## src/rtl/addr_stop_pkg.sv

```systemverilog
package addr_stop_pkg;
  typedef enum logic [1:0] {
    ACC_IFETCH   = 2'd0,
    ACC_INDIRECT = 2'd1,
    ACC_OPERAND  = 2'd2,
    ACC_BRANCH   = 2'd3
  } acc_kind_e;
endpackage

```

## src/rtl/stop_compare.sv

```systemverilog
module stop_compare
  import addr_stop_pkg::*;
#(
  parameter int AW = 17
) (
  input  logic          armed,
  input  logic          acc_valid,
  input  logic [1:0]    acc_kind,
  input  logic [AW-1:0] acc_addr,
  input  logic [AW-1:0] acc_ia,
  input  logic [AW-1:0] sel_addr,
  output logic          hit,
  output logic [AW-1:0] report_ia
);
  localparam logic [AW-1:0] ONE = AW'(1);

  acc_kind_e kind;

  always_comb begin
    kind = acc_kind_e'(acc_kind);
    hit  = armed && acc_valid && (acc_addr == sel_addr);
    // instruction-fetch stops report the fetched address; all others
    // report the instruction after the one that made the reference
    if (kind == ACC_IFETCH) report_ia = acc_addr;
    else                    report_ia = acc_ia + ONE;
  end
endmodule

```

## src/rtl/halt_latch.sv

```systemverilog
module halt_latch #(
  parameter int AW = 17
) (
  input  logic          clk,
  input  logic          rst,
  input  logic          hit,
  input  logic [AW-1:0] report_ia,
  input  logic          resume,
  output logic          halt,
  output logic          wait_lamp,
  output logic [AW-1:0] halt_ia
);
  always_ff @(posedge clk) begin
    if (rst) begin
      halt      <= 1'b0;
      wait_lamp <= 1'b0;
      halt_ia   <= '0;
    end else if (halt) begin
      if (resume) begin
        halt      <= 1'b0;
        wait_lamp <= 1'b0;
      end
    end else if (hit) begin
      halt      <= 1'b1;
      wait_lamp <= 1'b1;
      halt_ia   <= report_ia;
    end
  end
endmodule

```

## src/rtl/display_fetch.sv

```systemverilog
module display_fetch #(
  parameter int AW = 17,
  parameter int DW = 32
) (
  input  logic          clk,
  input  logic          rst,
  input  logic          halt,
  input  logic          resume,
  input  logic [AW-1:0] halt_ia,
  output logic          mem_req,
  output logic [AW-1:0] mem_addr,
  input  logic          mem_ready,
  input  logic [DW-1:0] mem_rdata,
  output logic [DW-1:0] disp_word,
  output logic          disp_valid
);
  assign mem_addr = halt_ia;

  always_ff @(posedge clk) begin
    if (rst) begin
      mem_req    <= 1'b0;
      disp_valid <= 1'b0;
      disp_word  <= '0;
    end else if (!halt || resume) begin
      mem_req    <= 1'b0;
      disp_valid <= 1'b0;
    end else if (mem_req && mem_ready) begin
      mem_req    <= 1'b0;
      disp_valid <= 1'b1;
      disp_word  <= mem_rdata;
    end else if (!mem_req && !disp_valid) begin
      mem_req    <= 1'b1;
    end
  end
endmodule

```

## src/rtl/addr_stop_monitor.sv

```systemverilog
module addr_stop_monitor #(
  parameter int AW = 17,
  parameter int DW = 32
) (
  input  logic          clk,
  input  logic          rst,
  input  logic          stop_sw,
  input  logic          run_sw,
  input  logic [AW-1:0] sel_addr,
  input  logic          acc_valid,
  input  logic [1:0]    acc_kind,
  input  logic [AW-1:0] acc_addr,
  input  logic [AW-1:0] acc_ia,
  input  logic          resume,
  output logic          halt,
  output logic          wait_lamp,
  output logic [AW-1:0] halt_ia,
  output logic          mem_req,
  output logic [AW-1:0] mem_addr,
  input  logic          mem_ready,
  input  logic [DW-1:0] mem_rdata,
  output logic [DW-1:0] disp_word,
  output logic          disp_valid
);
  logic          hit;
  logic [AW-1:0] report_ia;
  logic          armed;

  assign armed = stop_sw && run_sw;

  stop_compare #(.AW(AW)) cmp_i (
    .armed(armed), .acc_valid(acc_valid), .acc_kind(acc_kind),
    .acc_addr(acc_addr), .acc_ia(acc_ia), .sel_addr(sel_addr),
    .hit(hit), .report_ia(report_ia)
  );

  halt_latch #(.AW(AW)) latch_i (
    .clk(clk), .rst(rst), .hit(hit), .report_ia(report_ia),
    .resume(resume), .halt(halt), .wait_lamp(wait_lamp), .halt_ia(halt_ia)
  );

  display_fetch #(.AW(AW), .DW(DW)) fetch_i (
    .clk(clk), .rst(rst), .halt(halt), .resume(resume), .halt_ia(halt_ia),
    .mem_req(mem_req), .mem_addr(mem_addr), .mem_ready(mem_ready),
    .mem_rdata(mem_rdata), .disp_word(disp_word), .disp_valid(disp_valid)
  );
endmodule

```

## config.mk

```make
export PLATFORM = sky130hd
export DESIGN_NAME = addr_stop_monitor
export DESIGN_NICKNAME = d
export VERILOG_FILES = /design/src/rtl/addr_stop_pkg.sv /design/src/rtl/stop_compare.sv /design/src/rtl/halt_latch.sv /design/src/rtl/display_fetch.sv /design/src/rtl/addr_stop_monitor.sv
export SDC_FILE = /design/constraint.sdc
export NUM_CORES = 1
export LEC_CHECK = 0
export ABC_AREA = 0
export BUFFER_PORTS_ARGS = -buffer_cell sky130_fd_sc_hd__buf_2
export CORE_AREA = 4 4 85 87
export CTS_CLUSTER_SIZE = 24
export DETAILED_ROUTE_END_ITERATION = 10
export DIE_AREA = 0 0 89 91
export HOLD_SLACK_MARGIN = 0.1
export PLACE_DENSITY = 0.85
export SKIP_CTS_REPAIR_TIMING = 1
export SLEW_MARGIN = 20
export SYNTH_ARGS = -nofsm -noshare
export SYNTH_HDL_FRONTEND = slang
export SYNTH_SLANG_ARGS = --single-unit
```

## constraint.sdc

```tcl
create_clock -name clk -period 1.75 [get_ports clk]
set_input_delay 0.2625 -clock clk [delete_from_list [all_inputs] [get_ports clk]]
set_output_delay 0.2625 -clock clk [all_outputs]
set_load 0.05 [all_outputs]
```

==> results of run 1 <==
[per-stage QoR]
step,hold WS (ns),util,setup WS [ns]
floorplan,0.399,-,0.0795
global placement,0.438,0.565,-0.0479
detailed placement,0.443,0.565,-0.0937
CTS,0.172,0.580,0.0779
global route,0.177,0.580,0.00376
finish,0.180,0.580,0.101
[area by class of cell]
cell class,instances,area [um^2]
Fill cell,599,2670
Multi-Input combinational cell,252,1500
Sequential cell,53,1060
Timing Repair Buffer,175,923
Tap cell,77,96.3
Clock buffer,5,68.8
Clock inverter,3,25.0
Inverter,2,7.51
[synthesized netlist by cell type (2+ instances only)]
library cell	number	area [um^2]
nand2_1	76	285
dfxtp_1	53	1060
a21oi_1	37	185
xnor2_1	21	184
clkbuf_1	18	67.6
buf_4	17	128
nand2b_1	16	100
nor2_1	16	60.1
mux2i_1	14	140
a211o_1	9	78.8
nand4_1	8	50.1
o21ai_0	7	35.0
xor2_1	7	61.3
nand3_1	6	30.0
nor4_1	6	37.5
nor3_1	5	25.0
a311o_1	4	40.0
or3_1	4	25.0
a211oi_1	2	15.0
a311oi_1	2	17.5
buf_2	2	10.0
inv_1	2	7.51
or2_2	2	12.5
[flip-flops by register name, summed over array words and instances, names as in the netlist]
signal              count
fetch_i.disp_word      32
latch_i.halt_ia        17
fetch_i.disp_valid      1
fetch_i.mem_req         1
latch_i.halt            1
latch_i.wait_lamp       1
[per-layer routing]
| layer | part of all wire | track usage | wire length (um) |
|---|---|---|---|
| met1 | 0.40 | 0.237 | 3370 |
| met2 | 0.52 | 0.345 | 4330 |
| met3 | 0.060 | 0.0362 | 504 |
| met4 | 0.016 | 0.0571 | 134 |
| met5 | 0 | 0 | 0 |
[power by group through the flow]
stage	combinational (mW)	clock, mW	sequential [mW]
2_1_floorplan	0.147	0	1.23
3_3_place_gp	0.315	0	1.23
3_5_place_dp	0.320	0	1.23
4_1_cts	0.322	0.729	1.21
5_1_grt	0.354	0.779	1.21
6_report	0.325	0.710	1.21
[kinds of logic (layout without fill, tap and decap cells)]
kind of cell,after synthesis,count (layout),share of synthesized area
buf+inv,39,185,0.0768
simple gates,148,148,0.262
flops,53,53,0.383
compound gates,61,61,0.134
fa+ha+maj,1,1,0.00452
xor+xnor,28,28,0.0886
mux,14,14,0.0506
[worst paths after layout]
kind	slack (ns)	endpoint	startpoint
setup reg to reg	0.10	latch_i.halt_ia[7]	latch_i.halt
hold reg to reg	0.46	fetch_i.disp_word[28]	fetch_i.disp_word[28]
hold / removal	0.18	fetch_i.disp_word[16]	mem_rdata[16]
setup / recovery	0.10	latch_i.halt_ia[7]	latch_i.halt
[placed cells by master, fill, tap and decap left out, types with 2 or more instances in the layout]
cell      netlist  routed
a211o_1         9       9
a211oi_1        2       2
a21oi_1        37      37
a311o_1         4       4
a311oi_1        2       2
buf_2           2     161
buf_4          17      13
clkbuf_8        0       5
dfxtp_1        53      52
inv_1           2       2
mux2i_1        14      14
nand2_1        76      76
nand2b_1       16      16
nand3_1         6       6
nand4_1         8       8
nor2_1         16      15
nor3_1          5       5
nor4_1          6       6
o21ai_0         7       7
or2_2           2       2
or3_1           4       4
xnor2_1        21      21
xor2_1          7       7
[worst max-delay path: stages (launching register included)]
cell	delay, ns
dfxtp_2	0.34
and4b_1	0.30
nand2_1	0.10
nor4_4	0.44
nand2_1	0.21
mux2i_1	0.16
==> out/qor.yml, run 1 <==
power_leakage_nw: 1.68
std_cell_rows: 29
area_growth_pct: 32.9
stdcell_area_um2: 3680
ys.flop_type: "dfxtp_1"
min_period_over_period: 0.942
maxSlewViolCount: 0
dr.first_iter.drc_count: 130
async_flop_share: 0
path_max_fanout: 7
h-tree-depth: 2
placed_cell_area_um2: 3590
p_int_mw: 1.65
ys_ff_latch: 53
syn_area_um2: 2770
synth.distinct_cells: 33
syn_avg_cell_area_um2: 8.05
p_sw_mw: 0.585
status: "finished clean"
cp-end-kind: "flop"
die-area_um2: 8100
wl_per_cell_um: 14.7
pin_count: 162
r2r_cells: 5
setup_viol: 0
maxCapViolations: 0
synth_nets: 437
grt_max_degree: 37
rsz0062_at_grt: "false"
fin_cells: 567
grt_pass1_vias: 2641
ir_drop_mv: 0.375
cts_buffers: 5
crit_arrival_ns: 1.84
tns_ns: 0
drc: 0
critPathKind: "reg2reg"
root_buffer: "clkbuf_8"
vias_per_cell: 5.09
antenna_cells: 0
grt_usage: 0.195
hold_viol: 0
layout-drive-gt1-share: 0.388
syn-instance-count: 344
yosys_warnings: 0
worst_slew_pin_slew_ns: 0.568
place_hpwl_um: 6830
yosysSeqAreaShare: 0.383
port_buffers: 161
nets: 582
min_period_ns: 1.65
placedCellCount: 559
power_mw: 2.24
clock_skew_ns: 0.0114
vias: 2888
numClockSinks: 53
core-area_um2: 6350
powerDensity_nw_per_um2: 608
power_frac_comb: 0.145
clk_pin_slew_ns: 0.11
crit_required_ns: 1.94
drt_first_pass_iters: 4
relSlewSlack: 0.621
chipHeight_um: 91
start_util: 0.436
cts_max_path_buffers: 2
grt_pass1_wl_um: 12600
seq_power_share: 0.538
finalWeightedCongestion: 0.969
power_frac_clock: 0.317
die_w_um: 89
max_freq_mhz: 606
wirelength_um: 8330
antenna_left: 0
overflow: 0
swShare: 0.261
synth_edf_count: 0
critPathLaunchType: "flop"
min_path_cells: 3
antenna_found_initial: 0
hold_class: "in2reg"
clk-insertion-delay-late_ns: 0.30
cts_tree: "done"
Power figures use the tool's default switching activity.
==> run 2, diff against run 1 <==
--- a/config.mk
+++ b/config.mk
@@ -12,7 +12,7 @@
 export DETAILED_ROUTE_END_ITERATION = 10
 export DIE_AREA = 0 0 89 91
 export HOLD_SLACK_MARGIN = 0.1
-export PLACE_DENSITY = 0.85
+export PLACE_DENSITY_LB_ADDON = 0.08
 export SKIP_CTS_REPAIR_TIMING = 1
 export SLEW_MARGIN = 20
 export SYNTH_ARGS = -nofsm -noshare
==> run 2 against run 1 <==
Compared with the run above: cell area fell by 1.4%; via count fell by 3.7%; wire length fell by 5.3%; count of clock-buffer cells in the layout rose by 1; first-iteration DRC count fell by 23%; sequential power barely moved; worst setup slack improved by 0.0022 ns; largest cell class unchanged; largest power group unchanged; highest routed layer unchanged.
==> out/qor.yml, run 2 (synthesis results as in run 1) <==
fin_util: 0.572
r2r_start: "latch_i.halt"
chipHeight_um: 91
ir_drop_mv: 0.438
grt_max_degree: 37
port_buffers: 161
place_hpwl_um: 6320
nets: 578
grt_usage: 0.186
critPathTopFamily: "simple AND/OR/NAND/NOR gates"
die-area_um2: 8100
max_freq_mhz: 607
std_cell_rows: 29
tns_ns: 0
layout.cells.most_common: "buf_2"
layout-drive-gt1-share: 0.381
vias: 2780
root_buffer: "clkbuf_8"
top_register: "fetch_i.disp_word"
largest_reg_flops: 32
path_max_fanout: 7
overflow: 0
power_mw: 2.23
relSlewSlack: 0.602
slowest_delay_ns: 0.41
setup_viol: 0
r2r_cells: 5
worst_slack_ns: 0.103
clk-insertion-delay-late_ns: 0.30
grt_pass1_vias: 2539
place_ws_ns: -0.154
regToRegEndpoint: "latch_i.halt_ia[8]"
p_sw_mw: 0.583
crit_required_ns: 1.95
core-area_um2: 6350
antenna_cells: 0
critical_path.slowest_cell: "nor4_4"
power_frac_comb: 0.143
die_w_um: 89
start_util: 0.436
seq_power_share: 0.541
wirelength_um: 7900
antenna_found_initial: 0
power_frac_clock: 0.316
critPathBufInv: 0
grt_pass1_wl_um: 12100
antenna_left: 0
drc: 0
p_int_mw: 1.65
cpMostUsedCell: "nand2_1"
cts_max_path_buffers: 2
clock_skew_ns: 0.00735
drt_first_pass_iters: 4
worst-r2r-setup-slack_ns: 0.10
maxCapViolations: 0
min_period_over_period: 0.941
final_cell_mix: "buf_2 (161), nand2_1 (76), dfxtp_1 (52)"
hold_class: "in2reg"
area_growth_pct: 31.1
powerDensity_nw_per_um2: 614
cts_buffers: 5
vias_per_cell: 4.94
hold_viol: 0
cp-end-kind: "flop"
power_leakage_nw: 1.66
critPathKind: "reg2reg"
swShare: 0.261
min_to: "fetch_i.disp_word[26]"
finalWeightedCongestion: 0.896
critPathLaunchType: "flop"
pin_count: 162
numClockSinks: 53
clk_pin_slew_ns: 0.10
status: "finished clean"
wl_per_cell_um: 14.0
h-tree-depth: 2
maxSlewViolCount: 0
dr.first_iter.drc_count: 100
min-delay-start: "mem_rdata[26]"
min_path_cells: 3
crit_chain: "and4b_1 > nand2_1 > nor4_4 > nand2_1 > mux2i_1"
min_period_ns: 1.65
cts_tree: "done"
hold_ws_ns: 0.185
rsz0062_at_grt: "false"
crit_arrival_ns: 1.84
reg_top3: "fetch_i.disp_word: 32 flops, latch_i.halt_ia: 17 flops"
worst_slew_pin_slew_ns: 0.597
==> run 2: cell count changes in the layout (fill, tap and decap cells not counted) <==
cell,change
buf_12,-1
clkbuf_1,+1
clkinv_2,+1
buf_4,-3
clkinvlp_4,-1
clkinv_4,-1
==> run 2: power groups by stage <==
stage / Clock, mW / Combinational, mW / Sequential (mW)
6_report: 0.705 / 0.319 / 1.21
5_1_grt: 0.771 / 0.350 / 1.21
4_1_cts: 0.730 / 0.320 / 1.21
3_5_place_dp: 0 / 0.319 / 1.23
3_3_place_gp: 0 / 0.320 / 1.23
2_1_floorplan: 0 / 0.147 / 1.23
==> run 2: worst min-delay path, stage by stage <==
cell	delay [ns]
buf_2	0.09
nand2_1	0.05
a21oi_1	0.05
==> run 2: area by class of cell <==
type / count / area, um^2
sequential: 53 / 1060
clock buffer: 6 / 72.6
fill: 655 / 2720
timing repair buffer: 171 / 881
clock inverter: 2 / 13.8
tap: 77 / 96.3
inverter: 2 / 7.51
multi-input combinational: 252 / 1500
==> run 2: per-layer routing <==
metal	part of all wire	routed length, um	track usage
met5	0	0	0
met4	0.011	89	0.0509
met3	0.10	808	0.0425
met2	0.46	3620	0.303
met1	0.43	3380	0.247
==> run 2: worst max-delay path by stage <==
stage / start / to / depth (start not counted)
final: latch_i.halt / latch_i.halt_ia[8] / 5
after floorplan: fetch_i.mem_req / fetch_i.disp_word[10] / 6
after CTS: latch_i.halt / latch_i.halt_ia[8] / 5
after detailed placement: acc_addr[4] / latch_i.halt_ia[7] / 6
after global placement: acc_addr[4] / latch_i.halt_ia[8] / 6
after global routing: latch_i.halt / latch_i.halt_ia[8] / 5
==> run 2: per-stage QoR <==
step                      std cells  instance area [um^2]
final                           563                  3630
after global routing            563                  3630
after CTS                       563                  3630
after detailed placement        555                  3540
after global placement          555                  3540
after floorplan                 344                  2770
